--- src/rtl/i2c_burst_pkg.sv ---
`timescale 1ns/1ps
package i2c_burst_pkg;

  typedef enum logic [2:0] {
    PH_IDLE  = 3'd0,
    PH_START = 3'd1,
    PH_TX    = 3'd2,
    PH_RX    = 3'd3,
    PH_STOP  = 3'd4
  } phase_e;

  localparam logic [1:0] OP_START = 2'd0;
  localparam logic [1:0] OP_WRITE = 2'd1;
  localparam logic [1:0] OP_READ  = 2'd2;
  localparam logic [1:0] OP_STOP  = 2'd3;

  // command word, bit 7 down to bit 0
  typedef struct packed {
    logic rxbuf;
    logic txbuf;
    logic stop;
    logic last;
    logic rx;
    logic spare;
    logic tx;
    logic start;
  } cmd_t;

  localparam int REG_CMD    = 0;
  localparam int REG_BUFCTL = 1;
  localparam int REG_DATA   = 2;
  localparam int REG_INT    = 3;

endpackage

--- src/rtl/i2c_burst_bufram.sv ---
`timescale 1ns/1ps
module i2c_burst_bufram #(
  parameter int BUF_WORDS = 16,
  localparam int BUF_BYTES = BUF_WORDS * 4,
  localparam int WIDX_W = $clog2(BUF_WORDS),
  localparam int BA_W = $clog2(BUF_BYTES)
) (
  input  logic              clk,
  input  logic              host_we,
  input  logic [WIDX_W-1:0] host_idx,
  input  logic [31:0]       host_wdata,
  output logic [31:0]       host_rdata,
  input  logic              seq_we,
  input  logic [BA_W-1:0]   seq_addr,
  input  logic [7:0]        seq_wdata,
  output logic [7:0]        seq_rdata
);

  logic [7:0] cells [BUF_BYTES];

  for (genvar b = 0; b < BUF_BYTES; b++) begin : g_cell
    logic [7:0] cell_q;
    logic       host_hit;
    logic       seq_hit;
    logic [7:0] cell_d;

    assign host_hit = host_we && (host_idx == WIDX_W'(b / 4));
    assign seq_hit  = seq_we && (seq_addr == BA_W'(b));

    always_comb begin
      cell_d = cell_q;
      if (host_hit) cell_d = host_wdata[8*(b%4) +: 8];
      if (seq_hit)  cell_d = seq_wdata;
    end

    always_ff @(posedge clk) begin
      if (host_hit || seq_hit) cell_q <= cell_d;
    end

    assign cells[b] = cell_q;
  end

  assign host_rdata = {cells[4*host_idx+3], cells[4*host_idx+2],
                       cells[4*host_idx+1], cells[4*host_idx]};
  assign seq_rdata  = cells[seq_addr];

endmodule

--- src/rtl/i2c_burst_ctl.sv ---
`timescale 1ns/1ps
module i2c_burst_ctl
  import i2c_burst_pkg::*;
(
  input  logic       clk,
  input  logic       rst_ni,
  input  logic       go,
  input  cmd_t       go_cmd,
  input  logic [7:0] tx_last,
  input  logic [7:0] rx_last,
  input  logic       eng_done,
  input  logic       eng_got_nack,
  output phase_e     phase,
  output logic [7:0] idx,
  output cmd_t       cmd_q,
  output logic       eng_req,
  output logic [1:0] eng_op,
  output logic       eng_rx_nack,
  output logic       store,
  output logic       nack_evt,
  output logic       fin
);

  phase_e     ph_q, ph_d;
  logic [7:0] idx_q, idx_d;
  cmd_t       cmd_d;

  function automatic phase_e pick(input logic t, input logic r, input logic s);
    if (t)      return PH_TX;
    else if (r) return PH_RX;
    else if (s) return PH_STOP;
    else        return PH_IDLE;
  endfunction

  always_comb begin
    ph_d     = ph_q;
    idx_d    = idx_q;
    cmd_d    = cmd_q;
    store    = 1'b0;
    nack_evt = 1'b0;
    unique case (ph_q)
      PH_IDLE: begin
        if (go) begin
          cmd_d = go_cmd;
          idx_d = 8'd0;
          ph_d  = go_cmd.start ? PH_START : pick(go_cmd.tx, go_cmd.rx, go_cmd.stop);
        end
      end
      PH_START: begin
        if (eng_done) ph_d = pick(cmd_q.tx, cmd_q.rx, cmd_q.stop);
      end
      PH_TX: begin
        if (eng_done) begin
          if (eng_got_nack) begin
            nack_evt = 1'b1;
            idx_d    = 8'd0;
            ph_d     = cmd_q.stop ? PH_STOP : PH_IDLE;
          end else if (idx_q == tx_last) begin
            idx_d = 8'd0;
            ph_d  = pick(1'b0, cmd_q.rx, cmd_q.stop);
          end else begin
            idx_d = idx_q + 8'd1;
          end
        end
      end
      PH_RX: begin
        if (eng_done) begin
          store = 1'b1;
          if (idx_q == rx_last) begin
            idx_d = 8'd0;
            ph_d  = pick(1'b0, 1'b0, cmd_q.stop);
          end else begin
            idx_d = idx_q + 8'd1;
          end
        end
      end
      PH_STOP: begin
        if (eng_done) ph_d = PH_IDLE;
      end
      default: ph_d = PH_IDLE;
    endcase
  end

  assign fin = ((ph_q != PH_IDLE) || go) && (ph_d == PH_IDLE);

  always_ff @(posedge clk or negedge rst_ni) begin
    if (!rst_ni) begin
      ph_q  <= PH_IDLE;
      idx_q <= 8'd0;
      cmd_q <= '0;
    end else begin
      ph_q  <= ph_d;
      idx_q <= idx_d;
      cmd_q <= cmd_d;
    end
  end

  always_comb begin
    unique case (ph_q)
      PH_START: eng_op = OP_START;
      PH_TX:    eng_op = OP_WRITE;
      PH_RX:    eng_op = OP_READ;
      default:  eng_op = OP_STOP;
    endcase
  end

  assign eng_req     = (ph_q != PH_IDLE);
  assign eng_rx_nack = (ph_q == PH_RX) && cmd_q.last && (idx_q == rx_last);
  assign phase       = ph_q;
  assign idx         = idx_q;

endmodule

--- src/rtl/i2c_burst_seq.sv ---
`timescale 1ns/1ps
module i2c_burst_seq
  import i2c_burst_pkg::*;
#(
  parameter int BUF_WORDS = 16,
  parameter int ADDR_W = 6
) (
  input  logic              clk,
  input  logic              rst_n,
  input  logic              hst_we,
  input  logic [ADDR_W-1:0] hst_addr,
  input  logic [31:0]       hst_wdata,
  output logic [31:0]       hst_rdata,
  output logic              eng_req,
  output logic [1:0]        eng_op,
  output logic [7:0]        eng_wbyte,
  output logic              eng_rx_nack,
  input  logic              eng_done,
  input  logic [7:0]        eng_rbyte,
  input  logic              eng_got_nack,
  output logic              irq_done,
  output logic              irq_nack
);

  localparam int BUF_BYTES = BUF_WORDS * 4;
  localparam int BA_W = $clog2(BUF_BYTES);
  localparam int WIDX_W = $clog2(BUF_WORDS);

  // reset: asserted asynchronously, released on the clock
  logic [1:0] rs_q;
  logic       rst_ni;
  always_ff @(posedge clk or negedge rst_n) begin
    if (!rst_n) rs_q <= 2'b00;
    else        rs_q <= {rs_q[0], 1'b1};
  end
  assign rst_ni = rs_q[1];

  // host decode
  logic buf_sel, cmd_hit, ctl_hit, data_hit, int_hit, busy, go;
  assign buf_sel  = hst_addr[ADDR_W-1];
  assign cmd_hit  = hst_we && (hst_addr == ADDR_W'(REG_CMD));
  assign ctl_hit  = hst_we && (hst_addr == ADDR_W'(REG_BUFCTL));
  assign data_hit = hst_we && (hst_addr == ADDR_W'(REG_DATA));
  assign int_hit  = hst_we && (hst_addr == ADDR_W'(REG_INT));
  assign go       = cmd_hit && !busy;

  // sequencer
  phase_e     phase;
  logic [7:0] idx;
  cmd_t       cmd_q;
  logic       store, nack_evt, fin;
  logic [7:0] tx_cnt_q, rx_size_q, rx_cnt_q, tx_byte_q, rx_byte_q;
  logic [5:0] ofs_q;
  logic [7:0] tx_last, rx_last;

  assign tx_last = cmd_q.txbuf ? tx_cnt_q : 8'd0;
  assign rx_last = cmd_q.rxbuf ? rx_size_q : 8'd0;

  i2c_burst_ctl u_ctl (
    .clk          (clk),
    .rst_ni       (rst_ni),
    .go           (go),
    .go_cmd       (cmd_t'(hst_wdata[7:0])),
    .tx_last      (tx_last),
    .rx_last      (rx_last),
    .eng_done     (eng_done),
    .eng_got_nack (eng_got_nack),
    .phase        (phase),
    .idx          (idx),
    .cmd_q        (cmd_q),
    .eng_req      (eng_req),
    .eng_op       (eng_op),
    .eng_rx_nack  (eng_rx_nack),
    .store        (store),
    .nack_evt     (nack_evt),
    .fin          (fin)
  );

  assign busy = (phase != PH_IDLE);

  // buffer RAM
  logic [7:0]      addr_sum;
  logic [BA_W-1:0] seq_addr;
  logic [31:0]     ram_word;
  logic [7:0]      ram_byte;

  assign addr_sum = {2'b00, ofs_q} + idx;
  assign seq_addr = addr_sum[BA_W-1:0];

  i2c_burst_bufram #(.BUF_WORDS(BUF_WORDS)) u_ram (
    .clk        (clk),
    .host_we    (hst_we && buf_sel),
    .host_idx   (hst_addr[WIDX_W-1:0]),
    .host_wdata (hst_wdata),
    .host_rdata (ram_word),
    .seq_we     (store && cmd_q.rxbuf),
    .seq_addr   (seq_addr),
    .seq_wdata  (eng_rbyte),
    .seq_rdata  (ram_byte)
  );

  assign eng_wbyte = cmd_q.txbuf ? ram_byte : tx_byte_q;

  // register next state
  logic [7:0] tx_cnt_d, rx_size_d, rx_cnt_d, tx_byte_d, rx_byte_d;
  logic [5:0] ofs_d;
  logic       done_q, done_d, nack_q, nack_d;

  always_comb begin
    tx_cnt_d  = tx_cnt_q;
    rx_size_d = rx_size_q;
    rx_cnt_d  = rx_cnt_q;
    ofs_d     = ofs_q;
    tx_byte_d = tx_byte_q;
    rx_byte_d = rx_byte_q;
    done_d    = done_q;
    nack_d    = nack_q;

    if (ctl_hit && !busy) begin
      rx_size_d = hst_wdata[23:16];
      tx_cnt_d  = hst_wdata[15:8];
      ofs_d     = hst_wdata[5:0];
    end
    if (data_hit && !busy) tx_byte_d = hst_wdata[7:0];

    if (go && hst_wdata[7])            rx_cnt_d  = 8'd0;
    if (store && cmd_q.rxbuf)          rx_cnt_d  = idx + 8'd1;
    if (store && !cmd_q.rxbuf)         rx_byte_d = eng_rbyte;
    if (nack_evt && cmd_q.txbuf)       tx_cnt_d  = idx;

    if (int_hit && hst_wdata[0]) done_d = 1'b0;
    if (int_hit && hst_wdata[1]) nack_d = 1'b0;
    if (fin)                     done_d = 1'b1;
    if (nack_evt)                nack_d = 1'b1;
  end

  always_ff @(posedge clk or negedge rst_ni) begin
    if (!rst_ni) begin
      tx_cnt_q  <= 8'd0;
      rx_size_q <= 8'd0;
      rx_cnt_q  <= 8'd0;
      ofs_q     <= 6'd0;
      tx_byte_q <= 8'd0;
      rx_byte_q <= 8'd0;
      done_q    <= 1'b0;
      nack_q    <= 1'b0;
    end else begin
      tx_cnt_q  <= tx_cnt_d;
      rx_size_q <= rx_size_d;
      rx_cnt_q  <= rx_cnt_d;
      ofs_q     <= ofs_d;
      tx_byte_q <= tx_byte_d;
      rx_byte_q <= rx_byte_d;
      done_q    <= done_d;
      nack_q    <= nack_d;
    end
  end

  assign irq_done = done_q;
  assign irq_nack = nack_q;

  // host read mux
  always_comb begin
    hst_rdata = 32'd0;
    if (buf_sel) begin
      hst_rdata = ram_word;
    end else begin
      case (hst_addr)
        ADDR_W'(REG_CMD):    hst_rdata = {24'd0, cmd_q};
        ADDR_W'(REG_BUFCTL): hst_rdata = {rx_cnt_q, rx_size_q, tx_cnt_q, 2'b00, ofs_q};
        ADDR_W'(REG_DATA):   hst_rdata = {16'd0, rx_byte_q, tx_byte_q};
        ADDR_W'(REG_INT):    hst_rdata = {30'd0, nack_q, done_q};
        default:             hst_rdata = 32'd0;
      endcase
    end
  end

endmodule

--- config.mk ---
export PLATFORM = sky130hd
export DESIGN_NAME = i2c_burst_seq
export DESIGN_NICKNAME = d
export VERILOG_FILES = /design/src/rtl/i2c_burst_pkg.sv /design/src/rtl/i2c_burst_bufram.sv /design/src/rtl/i2c_burst_ctl.sv /design/src/rtl/i2c_burst_seq.sv
export SDC_FILE = /design/constraint.sdc
export NUM_CORES = 1
export LEC_CHECK = 0
export CAP_MARGIN = 20
export CORE_UTILIZATION = 50
export CTS_CLUSTER_DIAMETER = 100
export CTS_CLUSTER_SIZE = 30
export DETAILED_ROUTE_END_ITERATION = 6
export PLACE_DENSITY_LB_ADDON = 0.08
export SETUP_SLACK_MARGIN = 0.5
export SYNTH_ARGS = -nofsm -noshare
export SYNTH_HDL_FRONTEND = slang
export SYNTH_SLANG_ARGS = --single-unit
--- constraint.sdc ---
create_clock -name clk -period 7.82 [get_ports clk]
set_input_delay 0.782 -clock clk [delete_from_list [all_inputs] [get_ports clk]]
set_output_delay 0.782 -clock clk [all_outputs]
set_load 0.03 [all_outputs]
After elaboration in Yosys (flattened, before gate mapping)
Index checks and enable logic that the tools add are counted.
W data, S select, Z words.

storage, ports and cells
  memories = 0
  memory bits (writable) = 0
  bits of input ports = 51
  bits in read-only memories = 0
  register bits = 581
  latch bits = 0

operators by class
  reductions and logical operators = 305
  mux-type cells = 185
  bitwise operators = 5
  $add $sub $neg = 5
  magnitude comparators = 5
  equal/unequal tests = 90
  div/mod/pow operators = 0
  multiply operators = 0
  shifts and indexed selects = 0

operators by type and width
  cell                   number
  $mux W8                151
  $bmux W8 S6            5
  $eq A6 B6 Y1 const B   32
  $reduce_bool A2 Y1     68
  $ge A33 B7 Y1 const B  4
  $reduce_and A2 Y1      65
  $pmux W32 S4           1
  $not A32 Y33           3
  $logic_and A1 B1 Y1    97
  $eq A6 B5 Y1 const B   16
  $logic_or A1 B1 Y1     65
  $eq A6 B4 Y1 const B   8
  $mux W3                15
  $not A6 Y33            1
  $eq A4 B4 Y1 const B   8
  $mux W32               1
  $eq A6 B2 Y1 const B   4
  $eq A6 B3 Y1 const B   4
  $pmux W8 S3            1
  $eq A4 B3 Y1 const B   4
  $eq A8 B8 Y1           2
  $pmux W3 S5            1
  $add A6 B2 Y7 const B  2
  $eq A6 B1 Y1 const B   2
  other kinds (19)       35

Longest topological paths before layout
Gate-level depths: netlist of the first run.

  word-level depth = 9
  depth in mapped cells = 10
  gate-level depth less buffers = 8

Cells and area by module
From an unflattened synthesis of the first run, not the netlist that was laid out.

unflattened totals
  cells, all modules = 2228
  area, all modules = 34498.1 um^2

by module, submodules not included
  module            sequential area each (um^2)  area an instance (um^2)  cells each  instances
  i2c_burst_bufram  15374.7                      30045.1                  1792        1
  i2c_burst_seq     1251.2                       3011.6                   286         1
  i2c_burst_ctl     475.5                        1441.4                   150         1

Worst setup path before layout of the first run
No wires, ideal clock.

  kind = register to output
  start point = register u_ctl.idx_q[0], in the netlist u_ctl.idx[0]
  end point = output eng_wbyte[0]
  path slack = 3.726 ns
  arrival time = 3.312 ns
  stages on the path, launching flop included = 10
  buffers on the path = 3
  cells stage by stage = dfrtp_1 > ha_1 > fa_1 > clkbuf_1 > clkbuf_1 > clkbuf_1 > mux4_2 > mux4_2 > a221oi_1 > o21ai_0

between the ends
  word-level cells in the longest chain between the ends = 6

RTL lines
  element                                     line                    source
  from (decl)                                 i2c_burst_ctl.sv:25     logic [7:0] idx_q, idx_d;
  from (signal assigned)                      i2c_burst_ctl.sv:93     idx_q <= idx_d;
  $add A6 B6 Y6                               i2c_burst_seq.sv:87     assign addr_sum = {2'b00, ofs_q} + idx;
  $not A6 Y7 (implied by the code)            i2c_burst_bufram.sv:45  assign seq_rdata = cells[seq_addr];
  $bmux W8 S6                                 i2c_burst_bufram.sv:45
  $mux W8 (implied by the code) (2 in a row)  i2c_burst_bufram.sv:45
  $mux W8                                     i2c_burst_seq.sv:102    assign eng_wbyte = cmd_q.txbuf ? ram_byte : tx_byte_q;
  to (decl)                                   i2c_burst_seq.sv:16     output logic [7:0] eng_wbyte,

No other way between the ends. The select of a mux whose other input is x is not followed.

Worst setup path after layout of the first run
  start point = register u_ctl.idx_q[0], in the netlist u_ctl.idx[0]
  end point = output eng_wbyte[6]

The elaborated chain is that of the path after synthesis.

==> results of run 1 <==
state kept, by name, summed over array words and instances (netlist names), 6 cells and up:
name / cells
rx_cnt_q: 8
rx_size_q: 8
u_ctl.cmd_q: 8
u_ram.g_cell.cell_q: 512
tx_cnt_q: 8
u_ctl.idx: 8
rx_byte_q: 8
ofs_q: 6
tx_byte_q: 8
cells in the final DEF, fill, tap and decap left out, types with 12 or more instances in the layout:
cell type	instances
mux2_2	537
nor2_1	34
edfxtp_1	512
nor2b_1	14
buf_4	49
a22o_1	20
dfrtp_1	68
buf_2	12
mux2i_1	21
clkdlybuf4s50_1	83
nand3_2	21
a21oi_1	20
nand2_1	113
o21ai_0	42
inv_1	20
nand2b_1	35
mux4_2	320
nand3_1	31
clkbuf_16	31
and3_1	34
cell usage after synthesis (all sizes together) (2+ instances only):
| cell type | count |
|---|---|
| and3 | 34 |
| nand2 | 113 |
| o211ai | 5 |
| mux4 | 320 |
| a21boi | 3 |
| xnor2 | 12 |
| nor2b | 14 |
| o2111ai | 2 |
| dfrtp | 69 |
| ha | 6 |
| and2 | 2 |
| nand2b | 35 |
| a22oi | 5 |
| nor2 | 37 |
| nand4 | 8 |
| o31ai | 2 |
| edfxtp | 512 |
| a32oi | 4 |
| a222oi | 10 |
| clkbuf | 160 |
| a21oi | 21 |
| nor4bb | 4 |
| nand3 | 52 |
| a21o | 2 |
| nand4b | 3 |
| o21ai | 43 |
| xor2 | 10 |
| mux2i | 21 |
| nor4 | 11 |
| buf | 79 |
| inv | 20 |
| mux2 | 543 |
| a22o | 20 |
| nor3 | 19 |
| a221oi | 7 |
critical path, delay by kind of cell (launching register included):
kind | cells | cell delay, ns
buffers and inverters | 2 | 0.99
multiplexers | 3 | 1.60
AO/OA/AOI/OAI | 1 | 0.28
adder cells (fa/ha/maj) | 2 | 1.61
flip-flops | 1 | 0.57
where the power goes:
part | internal [mW] | leakage [nW] | switching [mW]
registers | 3.45 | 5.54 | 0.117
clock network | 0.862 | 0.532 | 1.22
logic | 1.05 | 6.58 | 1.22
per-stage QoR:
step                      area [µm²]  setup slack [ns]  hold WS, ns
after CTS                      37700              1.45        0.278
after detailed placement       36600              2.14        0.341
after global routing           37700              1.13        0.285
after global placement         36400              1.95        0.338
after floorplan                34900              3.73        0.331
final                          37700              1.22        0.282
routing by layer:
layer / vias to the layer above / wire length [µm] / global-route usage, %
met2: 2012 / 60200 / 57.6
met4: 24 / 9050 / 19.5
met1: 12400 / 51400 / 54.3
met5: - / 161 / 0
met3: 383 / 19200 / 11.8
li1: 8901 / - / -
path summary, 6_finish.rpt:
check | end | slack [ns] | depth (start not counted)
max in group asynchronous | ofs_q[4]$_DFFE_PN0P_ | 6.75 | 1
hold reg to reg | rs_q[1]$_DFF_PN0_ | 0.37 | 0
setup / recovery | eng_wbyte[6] | 1.22 | 8
min in group clk | rs_q[1]$_DFF_PN0_ | 0.37 | 0
hold / removal | rs_q[0]$_DFF_PN0_ | 0.28 | 1
setup reg to reg | u_ram.g_cell[31].cell_q[0]$_DFFE_PP_ | 2.18 | 7
layout make-up:
| type | count | area [µm²] | area share [%] |
|---|---|---|---|
| Antenna cell | 6 | 15.0 | 0.0398 |
| Clock buffer | 31 | 776 | 2.06 |
| Clock inverter | 20 | 314 | 0.833 |
| Inverter | 20 | 75.1 | 0.199 |
| Multi-Input combinational cell | 1387 | 16700 | 44.4 |
| Sequential cell | 581 | 17100 | 45.4 |
| Tap cell | 931 | 1160 | 3.09 |
| Timing Repair Buffer | 157 | 1510 | 4.00 |
logic make-up after synthesis:
group,count (synthesis)
xor+xnor,22
compound gates,134
mux,884
fa+ha+maj,7
flops,581
simple gates,339
other cells,1
buf+inv,259
==> flow_metrics.tcl, run 1 <==
set metrics [dict create \
    finalCritPeriodShare_pct 84.4 \
    period_needed_ns 6.60 \
    grt_max_degree 87 \
    postRouteAntennaNets 0 \
    cts_buffers 30 \
    path_common_cell "mux4_2" \
    avgRoutedWirePerCell_um 44.7 \
    drv_slew 0 \
    first_global_vias 22000 \
    synth_seq_cells 581 \
    muxShareOfSynthArea_pct 38.8 \
    drt_pass1_iterations 6 \
    avgSynthCellArea_um2 15.7 \
    path_class "register to output port" \
    clock_path_buffers 3 \
    vias_per_cell 7.58 \
    required_ns 7.04 \
    synth_compound_area_share_pct 2.65 \
    status "finished, final reports clean" \
    post_cts_resized 0 \
    max-slew-margin-rel_pct 19.5 \
    vias 23700 \
    grt.overflow.total 0 \
    routed_wl_mm 140 \
    portBuffers 96 \
    layout.cells.non_filler 3133 \
    cp_max_fo 58 \
    syn_area_um2 34900 \
    initial_core_util_pct 50.6 \
    synth-simple-area-share_pct 5.42 \
    drive_gt1_share_pct 46.9 \
    root_buffer "clkbuf_16" \
    clkTransAtPathRegs_ns 0.10 \
    synth-xor-area-share_pct 0.574 \
    setup_viol 0 \
    dieArea_um2 70800 \
    die_x_um 266 \
    startpoint "u_ctl.idx[0]$_DFFE_PN0P_" \
    p_leak_nw 12.6 \
    postCtsHoldBufs 0 \
    critPathSlowestCell "fa_4" \
    synth_async_sr_flop_share_pct 11.9 \
    die_h_um 266 \
    synth_top_family_by_area "multiplexers" \
    yosysTopAreaCell "edfxtp_1" \
    dp_cells 3074 \
    drcViolationCount 0 \
    yosys_warnings 0 \
    min_path_type "input pin to asynchronous set/reset pin" \
    power.total_mw 7.93 \
    core_area_um2 68800 \
    drt_iter0_drc 4432 \
    track_usage_pct 39.6 \
    synth-main-ff-cell "edfxtp_1" \
    synthAdderAreaFrac_pct 0.273 \
    worst_clock_skew_ns 0.0206 \
    cts.sink_count 581 \
    worstSetupEndpointType "output port" \
    grt_pass1_wl_mm 191 \
    ys_seq_area_share_pct 49.1 \
    hold_viol 0 \
    cap_violations 0 \
    fin_util_pct 54.8 \
    synth_edf_count 512 \
    cts_tree "built" \
    antenna_found_initial 24 \
    ios 97 \
    cts_setup_buffers 0 \
    worst_slew_pin_slew_ns 1.20 \
    ctsHtreeMaxLevel 1 \
    rows 96 \
    worstPathCellList "ha_4 -> fa_4 -> buf_12 -> mux4_2 -> mux4_2 -> mux2i_1 -> o21ai_0 -> clkdlybuf4s50_1" \
    syn-num-nets 2285 \
    fillers 5462 \
    netlist_instances 2227 \
    critPathMaxStageDelay_ns 1.35 \
    clk-insertion-delay-late_ns 0.67 \
    nNetsFinal 2235 \
    worstReg2RegStart "u_ctl.idx[0]$_DFFE_PN0P_" \
    maxClockFrequency_mhz 152 \
    grt_setup_unrepaired "no" \
    peakVddDrop_mv 0.155 \
    area.growth.synth_to_final_pct 8.16 \
    cp.arrival_ns 5.81 \
    dp_hpwl_mm 96.3 \
    pwr_density_cell_nw_per_um2 210 \
    synth_top_area_share_pct 44.1 \
    synth.distinct_cells 66 \
    setup_tns_ns 0 \
    synth_area_leaders "edfxtp_1, mux4_2, mux2_2, dfrtp_1, clkbuf_1" \
    gp_congestion 1.06 \
    start_kind "register" \
]
(Power assumes the default switching activity.)
==> inputs of run 2 (changes only) <==
==> constraint.sdc (replaced) <==
create_clock -name clk -period 6.1 [get_ports clk]
set_input_delay 0.61 -clock clk [delete_from_list [all_inputs] [get_ports clk]]
set_output_delay 0.61 -clock clk [all_outputs]
set_load 0.03 [all_outputs]
==> flow_metrics.tcl, run 2 (synthesized netlist as in run 1, its figures left out) <==
set metrics [dict create \
    power.total_mw 10.1 \
    largest_reg_flops 512 \
    dp_hpwl_mm 98.9 \
    startpoint "u_ctl.idx[0]$_DFFE_PN0P_" \
    postRouteAntennaNets 0 \
    drv_slew 0 \
    grt_setup_unrepaired "no" \
    clk-insertion-delay-late_ns 0.67 \
    endpoint "eng_wbyte[3]" \
    r2r_slack_ns 1.09 \
    clkTransAtPathRegs_ns 0.11 \
    critPathTopFamily "multiplexers" \
    critPathSlowestCell "fa_4" \
    final_cell_mix "mux2_2, edfxtp_1, mux4_2" \
    top_register "u_ram.g_cell.cell_q" \
    worst_slew_pin_slew_ns 1.33 \
    dieArea_um2 70800 \
    cts.sink_count 581 \
    antenna_found_initial 18 \
    path_common_cell "mux4_2" \
    p_leak_nw 12.8 \
    cp.arrival_ns 5.01 \
    area.growth.synth_to_final_pct 8.80 \
    fillers 5484 \
    drive_gt1_share_pct 47.8 \
    final_common_cell "mux2_2" \
    peakVddDrop_mv 0.210 \
    worstReg2RegStart "u_ctl.idx[0]$_DFFE_PN0P_" \
    worst_clock_skew_ns 0.0293 \
    initial_core_util_pct 50.6 \
    worst-path-stages 8 \
    die_x_um 266 \
    vias_per_cell 7.42 \
    ctsHtreeMaxLevel 1 \
    vias 23500 \
    r2r_cells 8 \
    track_usage_pct 38.9 \
    required_ns 5.49 \
    postCtsHoldBufs 0 \
    gp_congestion 1.03 \
    cp_max_fo 48 \
    start_kind "register" \
    clock_path_buffers 3 \
    drt_iter0_drc 4244 \
    rows 96 \
    grt.overflow.total 0 \
    worstSetupEndpointType "output port" \
    drcViolationCount 3 \
    nNetsFinal 2264 \
    setup_tns_ns 0 \
    first_global_vias 21800 \
    ios 97 \
    drt_pass1_iterations 7 \
    worstPathCellList "ha_4 -> fa_4 -> buf_12 -> mux4_2 -> mux4_2 -> mux2i_1 -> o21ai_0 -> clkdlybuf4s50_1" \
    cp_num_buf_inv 2 \
    cts_tree "built" \
    hold_viol 0 \
    core_area_um2 68800 \
    cts_buffers 29 \
    maxClockFrequency_mhz 178 \
    die_h_um 266 \
    pwr_density_cell_nw_per_um2 266 \
    r2r-end "u_ram.g_cell[30].cell_q[1]$_DFFE_PP_" \
    avgRoutedWirePerCell_um 43.5 \
    fin_util_pct 55.1 \
    grt_max_degree 68 \
    period_needed_ns 5.62 \
    violations "DRC" \
    finalCritPeriodShare_pct 92.1 \
    min_path_type "input pin to asynchronous set/reset pin" \
    root_buffer "clkbuf_16" \
    critPathMaxStageDelay_ns 0.98 \
    setup_viol 0 \
    path_class "register to output port" \
    status "finished with violations" \
    portBuffers 96 \
    cap_violations 0 \
    routed_wl_mm 138 \
    max-slew-margin-rel_pct 11.1 \
    grt_pass1_wl_mm 187 \
]
[run 2: cell types whose count changed in the layout (fill, tap and decap cells not counted), sizes merged]
| cell | previous run | this run |
|---|---|---|
| buf | 74 | 105 |
| inv | 36 | 28 |
| clkinv | 2 | 8 |
| clkdlybuf4s50 | 83 | 79 |
| diode | 6 | 9 |
| dlygate4sd2 | 0 | 2 |
| dlymetal6s2s | 0 | 1 |
[run 2: cell type report]
cell class / instances / area (µm²) / area share (%)
antenna: 9 / 22.5 / 0.0594
clock buffer: 31 / 733 / 1.93
clock inverter: 18 / 284 / 0.749
inverter: 20 / 75.1 / 0.198
multi-input combinational: 1387 / 16800 / 44.2
sequential: 581 / 17100 / 45.1
tap: 931 / 1160 / 3.07
timing repair buffer: 187 / 1760 / 4.64
[run 2: worst min-delay path by stage]
| stage | from | endpoint | slack (ns) |
|---|---|---|---|
| floorplan | rst_n | rs_q[0]$_DFF_PN0_ | 0.31 |
| global placement | rs_q[0]$_DFF_PN0_ | rs_q[1]$_DFF_PN0_ | 0.34 |
| detailed placement | rs_q[0]$_DFF_PN0_ | rs_q[1]$_DFF_PN0_ | 0.34 |
| CTS | rst_n | rs_q[0]$_DFF_PN0_ | 0.10 |
| global route | rst_n | rs_q[0]$_DFF_PN0_ | 0.11 |
| finish | rst_n | rs_q[0]$_DFF_PN0_ | 0.11 |
[run 2: repair_timing]
item,CTS,global route
resized for setup,6,5
setup endpoints to repair,8,7
buffers inserted,7,1
pin swaps,2,1
cloned,0,0
[run 2: power breakdown]
part           switching, mW  leakage [nW]  internal (mW)
logic                   1.56          6.75           1.41
registers              0.152          5.54           4.43
clock network           1.52         0.491           1.03
[run 2: per-layer routing]
metal	wire length [µm]	GRT usage (%)	vias to the layer above
met5	46	0	-
met4	6850	15.5	8
met3	18600	9.85	268
met2	59300	56.2	1937
met1	52700	56.3	12300
li1	-	-	8941
[run 2: stage by stage]
step | hold WS [ns] | instances | area, µm² | setup WS, ns
2_1_floorplan | 0.314 | 2227 | 34900 | 2.18
3_3_place_gp | 0.341 | 3096 | 36700 | 0.868
3_5_place_dp | 0.339 | 3096 | 36700 | 0.821
4_1_cts | 0.104 | 3152 | 37800 | 0.500
5_1_grt | 0.114 | 3155 | 37900 | 0.505
6_report | 0.114 | 3164 | 37900 | 0.483
